<file path="config.mk">
export PLATFORM = sky130hd
export DESIGN_NAME = tsg_tx_engine
export DESIGN_NICKNAME = d
export VERILOG_FILES = /design/src/rtl/tsg_pkg.sv /design/src/rtl/tsg_rd_timer.sv /design/src/rtl/tsg_keep_gen.sv /design/src/rtl/tsg_app_bank.sv /design/src/rtl/tsg_tx_engine.sv
export SDC_FILE = /design/constraint.sdc
export NUM_CORES = 1
export LEC_CHECK = 0
export BUFFER_PORTS_ARGS = -buffer_cell sky130_fd_sc_hd__buf_2
export CAP_MARGIN = 0
export CORE_MARGIN = 5
export CORE_UTILIZATION = 54
export CTS_CLUSTER_DIAMETER = 100
export DETAILED_ROUTE_END_ITERATION = 6
export GPL_TIMING_DRIVEN = 1
export PLACE_DENSITY_LB_ADDON = 0.25
export SYNTH_ARGS = -nofsm -noshare
export SYNTH_HDL_FRONTEND = slang
export SYNTH_HIERARCHICAL = 1
export SYNTH_SLANG_ARGS = --single-unit
</file>
<file path="constraint.sdc">
create_clock -name clk -period 5.3 [get_ports clk]
set_clock_uncertainty 0.1 [all_clocks]
set_input_delay 1.06 -clock clk [delete_from_list [all_inputs] [get_ports clk]]
set_output_delay 1.06 -clock clk [all_outputs]
set_load 0.01 [all_outputs]
</file>
<file path="src/rtl/tsg_pkg.sv">
package tsg_pkg;
   typedef enum logic [2:0] {
      S_IDLE,
      S_FREQ,
      S_FWAIT,
      S_BREQ,
      S_BWAIT,
      S_SEND,
      S_WB,
      S_ADV
   } tsg_state_t;

   // descriptor word indices (byte offset / 4)
   localparam int unsigned W_LINK   = 0;
   localparam int unsigned W_BUF    = 2;
   localparam int unsigned W_CTRL   = 6;
   localparam int unsigned W_STAT   = 7;
   localparam int unsigned W_APP0   = 8;

   localparam int unsigned LEN_W    = 23;
   localparam int unsigned BIT_EOP  = 26;
   localparam int unsigned BIT_SOP  = 27;
   localparam int unsigned BIT_DONE = 31;
endpackage

</file>
<file path="src/rtl/tsg_rd_timer.sv">
module tsg_rd_timer #(
   parameter int unsigned LAT = 2
) (
   input  logic clk,
   input  logic rst_n,
   input  logic issue,
   output logic ready
);
   generate
      if (LAT == 1) begin : g_one
         logic q;
         always_ff @(posedge clk or negedge rst_n) begin
            if (!rst_n) q <= 1'b0;
            else        q <= issue;
         end
         assign ready = q;
      end else begin : g_chain
         logic [LAT-1:0] sr;
         always_ff @(posedge clk or negedge rst_n) begin
            if (!rst_n) sr <= '0;
            else        sr <= {sr[LAT-2:0], issue};
         end
         assign ready = sr[LAT-1];
      end
   endgenerate
endmodule

</file>
<file path="src/rtl/tsg_keep_gen.sv">
module tsg_keep_gen #(
   parameter int unsigned BYTES = 4,
   parameter int unsigned LEN_W = 23
) (
   input  logic [LEN_W-1:0] rem,
   output logic [BYTES-1:0] keep,
   output logic             final_beat
);
   generate
      for (genvar i = 0; i < BYTES; i++) begin : g_lane
         assign keep[i] = (rem > LEN_W'(i));
      end
   endgenerate
   assign final_beat = (rem <= LEN_W'(BYTES));
endmodule

</file>
<file path="src/rtl/tsg_app_bank.sv">
module tsg_app_bank #(
   parameter int unsigned APP_N = 6,
   localparam int unsigned IW   = (APP_N > 1) ? $clog2(APP_N) : 1
) (
   input  logic              clk,
   input  logic              rst_n,
   input  logic              wr_en,
   input  logic [IW-1:0]     wr_idx,
   input  logic [31:0]       wr_data,
   output logic [32*APP_N-1:0] words
);
   generate
      for (genvar i = 0; i < APP_N; i++) begin : g_word
         logic [31:0] w;
         always_ff @(posedge clk or negedge rst_n) begin
            if (!rst_n)                           w <= '0;
            else if (wr_en && wr_idx == IW'(i))   w <= wr_data;
         end
         assign words[32*i +: 32] = w;
      end
   endgenerate
endmodule

</file>
<file path="src/rtl/tsg_tx_engine.sv">
module tsg_tx_engine
   import tsg_pkg::*;
#(
   parameter int unsigned ADDR_W = 32,
   parameter int unsigned RD_LAT = 2,
   parameter int unsigned APP_N  = 6
) (
   input  logic                  clk,
   input  logic                  rst_n,
   input  logic                  run,
   input  logic                  start,
   input  logic                  head_load,
   input  logic [ADDR_W-1:0]     head_ptr,
   input  logic [ADDR_W-1:0]     tail_ptr,
   output logic [ADDR_W-1:0]     cur_ptr,
   output logic                  busy,
   output logic                  done_pulse,
   output logic                  idle_pulse,
   output logic                  mem_req,
   output logic                  mem_we,
   output logic [ADDR_W-1:0]     mem_addr,
   output logic [31:0]           mem_wdata,
   input  logic [31:0]           mem_rdata,
   output logic                  m_tvalid,
   input  logic                  m_tready,
   output logic [31:0]           m_tdata,
   output logic [3:0]            m_tkeep,
   output logic                  m_tlast,
   output logic [32*APP_N-1:0]   app_words
);
   localparam int unsigned BYTES     = 4;
   localparam int unsigned LAST_STEP = 3 + APP_N;
   localparam int unsigned APP_IW    = (APP_N > 1) ? $clog2(APP_N) : 1;

   generate
      if (ADDR_W < 8 || ADDR_W > 32) begin : g_bad_aw
         $error("tsg_tx_engine: ADDR_W must be 8..32");
      end
      if (RD_LAT < 1 || RD_LAT > 8) begin : g_bad_lat
         $error("tsg_tx_engine: RD_LAT must be 1..8");
      end
      if (APP_N < 1 || APP_N > 8) begin : g_bad_app
         $error("tsg_tx_engine: APP_N must be 1..8");
      end
   endgenerate

   tsg_state_t        state_q;
   logic [3:0]        step_q;
   logic [ADDR_W-1:0] cur_q, link_q, bufa_q;
   logic [LEN_W-1:0]  len_q, rem_q;
   logic              eop_q, sop_q;
   logic [31:0]       data_q;
   logic              done_q, idle_q;

   logic              rd_ready, rd_issue;
   logic [4:0]        widx;
   logic [3:0]        keep;
   logic              final_beat;
   logic              app_we;
   logic [APP_IW-1:0] app_idx;

   // descriptor word order: status first so a finished descriptor costs one read
   always_comb begin
      unique case (step_q)
         4'd0:    widx = 5'(W_STAT);
         4'd1:    widx = 5'(W_CTRL);
         4'd2:    widx = 5'(W_LINK);
         4'd3:    widx = 5'(W_BUF);
         default: widx = 5'(W_APP0) + 5'(step_q - 4'd4);
      endcase
   end

   always_comb begin
      mem_req   = 1'b0;
      mem_we    = 1'b0;
      mem_addr  = cur_q;
      mem_wdata = '0;
      unique case (state_q)
         S_FREQ: begin
            mem_req  = 1'b1;
            mem_addr = cur_q + {{(ADDR_W-7){1'b0}}, widx, 2'b00};
         end
         S_BREQ: begin
            mem_req  = (rem_q != '0);
            mem_addr = bufa_q;
         end
         S_WB: begin
            mem_req   = 1'b1;
            mem_we    = 1'b1;
            mem_addr  = cur_q + ADDR_W'(4 * W_STAT);
            mem_wdata = {1'b1, {(31-LEN_W){1'b0}}, len_q};
         end
         default: ;
      endcase
   end

   assign rd_issue = mem_req && !mem_we;

   tsg_rd_timer #(.LAT(RD_LAT)) u_timer (
      .clk   (clk),
      .rst_n (rst_n),
      .issue (rd_issue),
      .ready (rd_ready)
   );

   tsg_keep_gen #(.BYTES(BYTES), .LEN_W(LEN_W)) u_keep (
      .rem        (rem_q),
      .keep       (keep),
      .final_beat (final_beat)
   );

   assign app_we  = (state_q == S_FWAIT) && rd_ready && (step_q >= 4'd4);
   assign app_idx = APP_IW'(step_q - 4'd4);

   tsg_app_bank #(.APP_N(APP_N)) u_app (
      .clk     (clk),
      .rst_n   (rst_n),
      .wr_en   (app_we),
      .wr_idx  (app_idx),
      .wr_data (mem_rdata),
      .words   (app_words)
   );

   always_ff @(posedge clk or negedge rst_n) begin
      if (!rst_n) begin
         state_q <= S_IDLE;
         step_q  <= '0;
         cur_q   <= '0;
         link_q  <= '0;
         bufa_q  <= '0;
         len_q   <= '0;
         rem_q   <= '0;
         eop_q   <= 1'b0;
         sop_q   <= 1'b0;
         data_q  <= '0;
         done_q  <= 1'b0;
         idle_q  <= 1'b0;
      end else begin
         done_q <= 1'b0;
         idle_q <= 1'b0;
         unique case (state_q)
            S_IDLE: begin
               if (head_load) cur_q <= head_ptr;
               if (start && run) begin
                  step_q  <= '0;
                  state_q <= S_FREQ;
               end
            end
            S_FREQ: state_q <= S_FWAIT;
            S_FWAIT: if (rd_ready) begin
               state_q <= S_FREQ;
               step_q  <= step_q + 4'd1;
               unique case (step_q)
                  4'd0: if (mem_rdata[BIT_DONE]) begin
                     state_q <= S_IDLE;
                     idle_q  <= 1'b1;
                  end
                  4'd1: begin
                     len_q <= mem_rdata[LEN_W-1:0];
                     rem_q <= mem_rdata[LEN_W-1:0];
                     eop_q <= mem_rdata[BIT_EOP];
                     sop_q <= mem_rdata[BIT_SOP];
                  end
                  4'd2: link_q <= mem_rdata[ADDR_W-1:0];
                  4'd3: begin
                     bufa_q <= mem_rdata[ADDR_W-1:0];
                     if (!sop_q) state_q <= S_BREQ;
                  end
                  default: if (step_q == 4'(LAST_STEP)) state_q <= S_BREQ;
               endcase
            end
            S_BREQ: state_q <= (rem_q == '0) ? S_WB : S_BWAIT;
            S_BWAIT: if (rd_ready) begin
               data_q  <= mem_rdata;
               state_q <= S_SEND;
            end
            S_SEND: if (m_tready) begin
               rem_q   <= final_beat ? '0 : rem_q - LEN_W'(BYTES);
               bufa_q  <= bufa_q + ADDR_W'(BYTES);
               state_q <= S_BREQ;
            end
            S_WB: begin
               done_q  <= eop_q;
               state_q <= S_ADV;
            end
            S_ADV: begin
               cur_q <= link_q;
               if (cur_q == tail_ptr) begin
                  idle_q  <= 1'b1;
                  state_q <= S_IDLE;
               end else begin
                  step_q  <= '0;
                  state_q <= S_FREQ;
               end
            end
            default: state_q <= S_IDLE;
         endcase
      end
   end

   assign m_tvalid   = (state_q == S_SEND);
   assign m_tdata    = data_q;
   assign m_tkeep    = keep;
   assign m_tlast    = eop_q && final_beat;
   assign cur_ptr    = cur_q;
   assign busy       = (state_q != S_IDLE);
   assign done_pulse = done_q;
   assign idle_pulse = idle_q;
endmodule

</file>
==> results by group, run 1 <==
Status
  – Outcome: complete, no violations

Floorplanning
  – Die width: 193 um
  – Core area: 33300 sq um
  – Site Rows: 67
  – Starting Density: 0.544
  – Chip Height: 193 um
  – I/O Pins: 433
  – Die ar.: 37300 sq um

Global route
  – Initial antenna violation count: 1
  – Total track usage: 0.314
  – First-pass GRT wire length: 89400 um
  – Largest net degree at the start of global routing: 133
  – GRT overflow: 0
  – Vias in the first global route: 14.6k

STA
  – Final setup fails: 0
  – RSZ-0062 raised after global routing: no
  – Hold Slack: 0.250 ns
  – Final Hold Fails: 0
  – Worst slew margin: 0.111
  – Post-route setup TNS: 0 ns
  – Ratio of final minimum period to clock period: 0.958
  – Pin slew with the least headroom to its limit: 1.33 ns
  – Slack of the critical path: 0.223 ns
  – Final Max Tran Viols: 0
  – Max Clk Rate: 197 MHz
  – Fin crit period: around 5.1 ns

Yosys
  – Synth async-reset ratio: 1.00
  – Sequential fraction of the synthesis area: 0.524
  – Post-synth EDFFs: 0
  – Syn Area/Cell: 11.3 sq um
  – Synth top area share: 0.524
  – Cell area after synthesis: 18100 sq um
  – Synth warn: 6
  – Ys flop type: dfrtp_1
  – Dominant cell type by area after synthesis: dfrtp_1
  – Syn Inst Count: 1598
  – Synth area leaders: dfrtp_1 (52%), mux2_2 (9.5%), mux2_1 (5.8%), nand2_1 (4.1%), o21ai_0 (3.0%)
  – FF+latch count, synth: approximately 380
  – Synth unique cells: 87

Cells and area
  – Reg area: 9490 sq um
  – Layout cells sized above 1: 0.354
  – Fillers: 2630
  – Fin nets: between 2k and 2.5k
  – Area Overhead vs Synth: 20.5%
  – Antenna Cells: 0
  – Area occupied by multi-input gates: 7990 sq um

Routing
  – Drt initial violations: 1145
  – Vias: 14.6k
  – Vias per inst: between 5 and 6
  – Remaining DRCs: 0
  – Avg WL per Cell: between 20 and 25 um
  – Antenna Nets Post-Route: 0
  – Routed WL: slightly below 60000 um
  – Initial DRT Pass Iterations: 6

Place
  – Global placer's final weighted congestion: 0.927
  – DPL Wire Length: 41800 um
  – Setup WS pre-CTS: 0.475 ns
  – Number of port buffers: 424

Worst setup path
  – Worst-path maximum fanout: 30
  – WS Path Type: reg -> out
  – Arrival time worst endpoint: 3.92 ns
  – R2R Setup Slk: 1.63 ns
  – Critical Path Sink Type: output pin
  – Worst setup SP type: flip-flop
  – CP Data Required Time: 4.14 ns

Pwr
  – Design Power: 11300 uW
  – Max VDD drop: 0.321 mV
  – Static leakage: 0.0112 uW
  – Power Dens Cells: 520 nW/um^2

Clock network
  – Clock Latency Late Sink: ~0.53 ns
  – CTS clk-pin slew, worst paths: ~0.060 ns
  – # hold bufs at CTS: 0
  – H-tree Lvls: 2
  – Clock sinks: 379
  – Clock Tree Root: clkbuf_16
  – Bufs on Longest Clock Path: 3
  – TritonCTS Buffers: 41
  – CTS tree: built

Hold path
  – HP Class: reg -> reg

Flow run
  – Maxcap violations: 0
cells by family after synthesis:
group / share of synthesized area
other: 0.000207
DFF: 0.524
adders and majority gates: 0.0115
buffers and inverters: 0.0387
xor gates and xnor gates: 0.0169
and+or+nand+nor: 0.128
muxes: 0.180
AOI/OAI and AO/OA: 0.0997
layout make-up:
cell class | count | share of cell area
Tap cell | 448 | 0.0257
Timing Repair Buffer | 451 | 0.108
Clock inverter | 18 | 0.00861
Clock buffer | 53 | 0.0515
Multi-Input combinational cell | 1099 | 0.367
Sequential cell | 379 | 0.435
Inverter | 21 | 0.00362
flip-flops by register name, indices dropped and copies added, names as in the netlist:
register            cells
idle_pulse              1
sop_q                   1
m_tdata                32
len_q                  23
link_q                 32
u_timer/g_chain.sr      2
bufa_q                 32
done_pulse              1
step_q                  4
cur_ptr                32
rem_q                  23
eop_q                   1
state_q                 3
u_app/g_word.w        192
critical path, cell delays in order (launching register included):
cell,delay (ns)
dfrtp_1,0.70
and3b_1,0.28
buf_4,0.23
nor2_1,0.11
o21ai_0,0.18
ha_1,0.44
a211o_1,0.18
a21oi_2,0.10
nor3_2,0.20
nand2_1,0.10
or2_1,0.24
o311ai_1,0.41
buf_2,0.21
through the flow:
stage / area (sq um) / utilization / instances
floorplan: 18100 / - / 1605
global placement: 20400 / 0.614 / 2393
detailed placement: 20400 / 0.614 / 2393
CTS: 21700 / 0.653 / 2464
global route: 21800 / 0.655 / 2469
finish: 21800 / 0.655 / 2469
power breakdown:
part | internal [uW] | switching (uW) | total, uW
Combinational | 1620 | 2320 | 3940
Clock | 1640 | 1180 | 2820
Sequential | 3670 | 911 | 4580
path summary, 6_finish.rpt:
check | startpoint | to | cells past startpoint
max | state_q[0] | mem_addr[30] | 12
min | u_timer/g_chain.sr[0] | u_timer/g_chain.sr[1] | 0
max reg2reg | state_q[1] | bufa_q[20] | 7
min reg2reg | u_timer/g_chain.sr[0] | u_timer/g_chain.sr[1] | 0
max in group asynchronous | rst_n | m_tdata[25] | 2
min in group asynchronous | rst_n | rem_q[8] | 1
cell usage after synthesis, drive strengths merged, types with 3 or more instances:
| master | instances |
|---|---|
| dfrtp | 379 |
| mux2 | 256 |
| nand2 | 197 |
| o21ai | 112 |
| nor2 | 69 |
| a21oi | 65 |
| buf | 63 |
| clkbuf | 43 |
| nand3 | 43 |
| mux2i | 34 |
| and2 | 30 |
| nor3 | 29 |
| xor2 | 29 |
| inv | 21 |
| nand4 | 21 |
| nor4 | 16 |
| ha | 15 |
| a31oi | 14 |
| a22oi | 13 |
| and3 | 12 |
| o211ai | 11 |
| o311ai | 11 |
| a21o | 8 |
| o22a | 8 |
| a221o | 7 |
| and4 | 6 |
| nand2b | 6 |
| nor3b | 6 |
| o22ai | 6 |
| xnor2 | 6 |
| nor2b | 5 |
| or3 | 5 |
| a22o | 4 |
| nand4b | 3 |
| nor4bb | 3 |
| o21a | 3 |
| or4 | 3 |
layout by cell type (no fill, tap or decap), types with 15 or more instances in the layout:
cell type	instances
a21oi_1	62
mux2_2	153
xor2_1	29
o21ai_0	109
mux2_1	93
inv_1	20
clkbuf_16	41
buf_4	25
nand3_1	41
dfrtp_1	377
and2_1	30
nor2_1	65
nand2_1	196
buf_2	423
nor3_1	24
nand4_1	20
nor4_1	15
mux2i_1	34
timing repair:
item | 4_1_cts | 5_1_grt
endpoints found under the setup margin | 5 | 9
cloned | 0 | 0
gates resized for setup | 2 | 2
setup buffers | 0 | 5
per-layer routing:
layer,wire length (um),GRT usage,vias to the layer above
met5,0,0,-
met4,2660,0.126,0
met3,5060,0.0740,137
met2,28500,0.510,664
met1,23400,0.412,7281
li1,-,-,6481
Note: power is estimated with default switching activity, not from simulation.
==> run 2, diff against run 1 <==
- ABC_AREA: default -> 1
- CORE_UTILIZATION: 54 -> 55
- CTS_CLUSTER_SIZE: default -> 16
- clock period: 5.3 -> 5.1 ns (I/O delays scaled with it)
==> results by group, run 2 <==
Clock network
  – Clock Latency Late Sink: 0.55 ns (+0.02 ns)
  – Clock Tree Root: clkbuf_16
  – H-tree Lvls: 1 (-1)
  – # hold bufs at CTS: 0 (unchanged)
  – Clock sinks: 379 (unchanged)
  – Bufs on Longest Clock Path: 3 (unchanged)
  – CTS clk-pin slew, worst paths: 0.07 ns (about the same)
  – TritonCTS Buffers: 27 (-34%)
  – CTS tree: built

Cells and area
  – Largest register FFs: 192 (unchanged)
  – Commonest cells after routing, fill and taps aside: nand2_1 (949), buf_2 (423), dfrtp_1 (376)
  – Largest Register: u_app/g_word.w
  – Area Overhead vs Synth: 16.0%
  – Fin nets: 3018 (+43%)
  – Layout cells sized above 1: 0.193 (-0.161)
  – Commonest non-fill, non-tap cell in the layout: nand2_1

Routing
  – Routed WL: 69900 um (+17%)
  – Avg WL per Cell: 20.8 um (-14%)
  – Vias: 18.8k (+29%)
  – Antenna Nets Post-Route: 0 (unchanged)
  – Drt initial violations: 1868 (+63%)
  – Remaining DRCs: 0 (unchanged)
  – Initial DRT Pass Iterations: 6 (unchanged)
  – Vias per inst: 5.60 (-5.0%)

Global route
  – GRT overflow: 0 (unchanged)
  – First-pass GRT wire length: 108000 um (+20%)
  – Vias in the first global route: 18.2k (+24%)
  – Total track usage: 0.352 (+0.0376)
  – Initial antenna violation count: 1 (unchanged)
  – Largest net degree at the start of global routing: 120 (-9.8%)

Yosys
  – Dominant cell type by area after synthesis: dfrtp_1
  – Top-count cell post-synth: nand2_1
  – Sequential fraction of the synthesis area: 0.493 (-0.0316)
  – Post-synth EDFFs: 0 (unchanged)
  – Synth unique cells: 55 (-37%)
  – Synth async-reset ratio: 1.00 (unchanged)
  – FF+latch count, synth: 379 (unchanged)
  – Ys flop type: dfrtp_1
  – Syn Inst Count: 2534 (+59%)
  – Synth warn: 6 (unchanged)
  – List of most frequent post-synthesis cells: nand2_1 (950), dfrtp_1 (379), nand3_1 (232)
  – Synth area leaders: dfrtp_1 (49%), nand2_1 (19%), nand3_1 (6.0%), nor2_1 (4.0%), inv_1 (3.9%)
  – Syn Area/Cell: 7.60 sq um (-33%)
  – Cell area after synthesis: 19200 sq um (+6.4%)
  – Synth top area share: 0.493 (-0.0316)

Place
  – Global placer's final weighted congestion: 0.980 (+5.7%)
  – Number of port buffers: 424 (unchanged)
  – DPL Wire Length: 50700 um (+21%)

Pwr
  – Static leakage: 0.0109 uW (-2.5%)
  – Design Power: 11400 uW (+0.26%)
  – Max VDD drop: 0.286 mV (-11%)
  – Power Dens Cells: 509 nW/um^2 (-2.2%)

Floorplanning
  – Core area: 34500 sq um (+3.8%)
  – Chip Height: 197 um (+2.1%)
  – Die ar.: 38800 sq um (+4.3%)
  – Starting Density: 0.557 (+0.0137)
  – Die width: 197 um (+2.1%)
  – I/O Pins: 433 (unchanged)
  – Site Rows: 68 (+1.5%)

Flow run
  – Maxcap violations: 0 (unchanged)

Worst setup path
  – Cell repeated most along the worst path: nand2_1
  – Worst-path maximum fanout: 7 (-77%)
  – Worst setup SP type: flip-flop
  – CP Data Required Time: 3.98 ns (-0.16 ns)
  – Slowest cell on the critical path: dfrtp_2
  – Critical Path Sink Type: output pin
  – Worst-path cell chain: inv_1 > ha_1 > nand2_2 > nand3_2 > nor2_2 > inv_1 > o21ai_0 > ha_1 > nand3_1 > nand3_1 > a21oi_1 > buf_4 > inv_1 > nand2_1 > nor2_2 > nand2_1 > nand2_1 > nand3_1 > nand2_1 > buf_2
  – Arrival time worst endpoint: 3.71 ns (-0.21 ns)
  – CP peak stage delay: 0.43 ns (-0.27 ns)
  – WS Path Type: reg -> out

STA
  – Post-route setup TNS: 0 ns (unchanged)
  – Worst slew margin: 0.199 (+0.0882)
  – Max Clk Rate: between 200 and 250 MHz
  – Ratio of final minimum period to clock period: 0.946
  – Pin slew with the least headroom to its limit: 1.20 ns (-0.135 ns)
  – RSZ-0062 raised after global routing: no
  – Final Hold Fails: 0 (unchanged)
  – Final Max Tran Viols: 0 (unchanged)
  – Fin crit period: 4.83 ns
  – Final setup fails: 0 (unchanged)

Hold path
  – HP Class: reg -> reg

Status
  – Outcome: complete, no violations
[run 2: timing repair]
action | in CTS | in global routing
pin swaps | 1 | 0
endpoints found under the setup margin | 17 | 25
cloned | 0 | 0
setup buffers | 1 | 4
resized for setup | 5 | 9
[run 2: final timing paths]
path | from | endpoint | slack (ns) | depth (start not counted)
max | step_q[1] | mem_addr[29] | 0.27 | 20
min | u_timer/g_chain.sr[0] | u_timer/g_chain.sr[1] | 0.30 | 0
max reg2reg | state_q[2] | u_app/g_word[4].w[26] | 1.39 | 11
min reg2reg | u_timer/g_chain.sr[0] | u_timer/g_chain.sr[1] | 0.30 | 0
max in group asynchronous | rst_n | u_app/g_word[4].w[18] | 3.28 | 2
min in group asynchronous | rst_n | cur_ptr[9] | 0.43 | 1
[run 2: cell type report]
| cell class | instances | area, sq um |
|---|---|---|
| Inverter | 212 | 808 |
| Multi-Input combinational cell | 1828 | 8390 |
| Timing Repair Buffer | 452 | 2370 |
| Tap cell | 455 | 569 |
| Clock inverter | 1 | 30.0 |
| Antenna cell | 1 | 2.50 |
| Sequential cell | 379 | 9490 |
| Clock buffer | 28 | 679 |
| Fill cell | 3149 | 12200 |
[run 2: through the flow]
| step | utilization | cells | area [sq um] | hold WS, ns | worst slack [ns] |
|---|---|---|---|---|---|
| after floorplan | - | 2541 | 19300 | 0.231 | 0.970 |
| after global placement | 0.624 | 3321 | 21500 | 0.237 | 0.469 |
| final | 0.647 | 3356 | 22300 | 0.296 | 0.275 |
| after global routing | 0.647 | 3356 | 22300 | 0.304 | 0.00887 |
| after CTS | 0.645 | 3351 | 22300 | 0.303 | 0.0231 |
| after detailed placement | 0.624 | 3321 | 21500 | 0.266 | 0.407 |
[run 2: where the power goes]
part	internal [uW]	leakage, uW	switching [uW]	total, uW
combinational	1590	0.00685	3210	4800
sequential	3680	0.00372	877	4560
clock	988	0.000348	1020	2010
[run 2: critical path: cells and delay by family, from the launching register on]
family,cells,cell delay (ns)
compound gates,2,0.45
flops,1,0.43
buf+inv,5,0.59
fa+ha+maj,2,0.54
simple gates,11,1.15
[run 2: cells by family (layout without fill, tap and decap cells)]
kind of cell | Yosys count | in the layout | share of synthesized area
AO/OA/AOI/OAI | 306 | 306 | 0.0914
XOR/XNOR | 17 | 17 | 0.00774
adder cells (fa/ha/maj) | 16 | 16 | 0.0108
buffers and inverters | 334 | 693 | 0.0760
flip-flops | 379 | 379 | 0.493
other | 1 | 9 | 0.000195
AND/OR/NAND/NOR | 1481 | 1481 | 0.321
[run 2: metal layers]
| layer | track usage | part of all wire | vias up |
|---|---|---|---|
| met1 | 0.469 | 0.39 | 8947 |
| li1 | - | - | 8781 |
| met2 | 0.578 | 0.47 | 934 |
| met5 | 0 | 0 | - |
| met3 | 0.0829 | 0.10 | 136 |
| met4 | 0.108 | 0.036 | 0 |
==> run 3, diff against run 2 <==
- REMOVE_ABC_BUFFERS: default -> 1
==> results by group, run 3 (synthesized netlist as in run 2, its figures left out) <==
Status
  – Outcome: complete, no violations

Clock network
  – Clock Latency Late Sink: 0.57 ns (+0.02 ns)
  – # hold bufs at CTS: 0 (unchanged)
  – CTS clk-pin slew, worst paths: 0.09 ns (+0.02 ns)
  – Clock Tree Root: clkbuf_16
  – TritonCTS Buffers: 27 (unchanged)
  – Clock sinks: 379 (unchanged)
  – Bufs on Longest Clock Path: 3 (unchanged)
  – H-tree Lvls: 1 (unchanged)
  – CTS tree: built

Pwr
  – Static leakage: 0.0109 uW (about the same)
  – Max VDD drop: 0.294 mV (+2.5%)
  – Power Dens Cells: 512 nW/um^2 (+0.59%)
  – Design Power: 11400 uW (+0.68%)

Cells and area
  – Fin util: 0.647 (about the same)
  – Reg area: 9490 sq um (unchanged)
  – Largest register FFs: 192 (unchanged)
  – Commonest cells after routing, fill and taps aside: nand2_1 (949), buf_2 (423), dfrtp_1 (376)
  – Largest Register: u_app/g_word.w
  – Area Overhead vs Synth: 16.1% (about the same)
  – Fin nets: 3017 (-0.033%)
  – Area occupied by multi-input gates: 8410 sq um (+0.27%)
  – Fillers: 3077 (-2.3%)
  – Layout cells sized above 1: 0.194 (+0.00103)
  – Commonest non-fill, non-tap cell in the layout: nand2_1

STA
  – Final setup fails: 0 (unchanged)
  – Max Clk Rate: 208 MHz (+0.60%)
  – Final Hold Fails: 0 (unchanged)
  – Pin slew with the least headroom to its limit: 1.15 ns (-0.0527 ns)
  – RSZ-0062 raised after global routing: no
  – Fin crit period: 4.80 ns (-0.0286 ns)
  – Worst slew margin: 0.231 (+0.0323)
  – Hold Slack: 0.258 ns (-0.0380 ns)
  – Post-route setup TNS: 0 ns (unchanged)
  – Final Max Tran Viols: 0 (unchanged)
  – Ratio of final minimum period to clock period: 0.941 (-0.00560)

Routing
  – Routed WL: 70900 um (+1.4%)
  – Antenna Nets Post-Route: 0 (unchanged)
  – Avg WL per Cell: 21.1 um (+1.4%)
  – Initial DRT Pass Iterations: 6 (unchanged)
  – Vias per inst: 5.69 (+1.5%)
  – Vias: 19.1k (+1.5%)
  – Drt initial violations: 1905 (+2.0%)
  – Remaining DRCs: 0 (unchanged)

Hold path
  – HP Class: reg -> reg
  – Min-Delay Path Depth: 0 (unchanged)
  – Worst hold path startpoint: u_timer/g_chain.sr[0]

Worst setup path
  – Worst reg2reg path depth: 11 (unchanged)
  – Setup crit start: step_q[0]
  – Worst setup SP type: flip-flop
  – CP Data Required Time: 3.98 ns (about the same)
  – Arrival time worst endpoint: 3.68 ns (-0.03 ns)
  – Worst-path maximum fanout: 8 (+1)
  – Critical Path Sink Type: output pin
  – WS Path Type: reg -> out
  – RR Startpoint: state_q[2]

Floorplanning
  – Starting Density: 0.557 (unchanged)
  – Site Rows: 68 (unchanged)
  – I/O Pins: 433 (unchanged)
  – Die ar.: 38800 sq um (unchanged)
  – Chip Height: 197 um (unchanged)
  – Die width: 197 um (unchanged)
  – Core area: 34500 sq um (unchanged)

Global route
  – Largest net degree at the start of global routing: 105 (-13%)
  – First-pass GRT wire length: 109000 um (+1.0%)
  – Initial antenna violation count: 1 (unchanged)
  – GRT overflow: 0 (unchanged)
  – Total track usage: 0.356 (+0.00375)
  – Vias in the first global route: 18.5k (+2.0%)

Place
  – DPL Wire Length: 51200 um (+0.99%)
  – Number of port buffers: 424 (unchanged)
  – Global placer's final weighted congestion: 0.964 (-1.6%)

Flow run
  – Maxcap violations: 0 (unchanged)
[run 3: worst paths after layout]
check | end | slack [ns]
setup / recovery | mem_addr[24] | 0.30
hold / removal | u_timer/g_chain.sr[1] | 0.26
setup reg to reg | u_app/g_word[4].w[19] | 1.28
hold reg to reg | u_timer/g_chain.sr[1] | 0.26
max in group asynchronous | bufa_q[0] | 3.23
min in group asynchronous | cur_ptr[10] | 0.34
[run 3: final cells by class]
| cell class | count | area share |
|---|---|---|
| flip-flops and latches | 379 | 0.424 |
| clock inverters | 2 | 0.00112 |
| clock buffers | 28 | 0.0308 |
| well taps | 455 | 0.0255 |
| multi-input cells | 1828 | 0.376 |
| diodes | 1 | 0.000112 |
| inverters | 212 | 0.0362 |
| repair buffers | 451 | 0.106 |
[run 3: stage by stage]
stage | cells | setup slack [ns] | area [sq um]
after global placement | 3322 | 0.249 | 21500
after global routing | 3356 | 0.0304 | 22400
final | 3356 | 0.303 | 22400
after detailed placement | 3322 | 0.0794 | 21500
after CTS | 3353 | 0.000975 | 22300
after floorplan | 2419 | 0.943 | 18600
[run 3: metal layers]
metal  track usage  vias to the layer above  part of all wire
li1              -                     8800                 -
met1         0.477                     9115              0.39
met2         0.569                     1003              0.46
met3        0.0831                      164              0.10
met4         0.136                        0             0.043
met5             0                        -                 0
[run 3: power by group]
part / internal (uW) / switching, uW
sequential: 3680 / 877
combinational: 1590 / 3300
clock: 960 / 1050
total: 6230 / 5220
[run 3: worst max-delay path, cell delays in order (launching register included)]
cell      delay (ns)
dfrtp_2         0.43
inv_1           0.11
ha_1            0.21
nand2_1         0.10
inv_1           0.10
nor3_2          0.24
o211ai_1        0.18
fa_1            0.44
nand2_1         0.10
nand2_1         0.06
nand2_1         0.06
nand2_1         0.09
a21oi_1         0.16
buf_4           0.21
nor3_1          0.07
or2_2           0.27
nand3_1         0.07
nand2_1         0.06
buf_2           0.14
[run 3: timing repair]
| item | 4_1_cts | 5_1_grt |
|---|---|---|
| setup buffers | 1 | 2 |
| pin swaps | 2 | 2 |
| cloned | 0 | 0 |
| setup endpoints to repair | 24 | 25 |
| resized for setup | 13 | 8 |
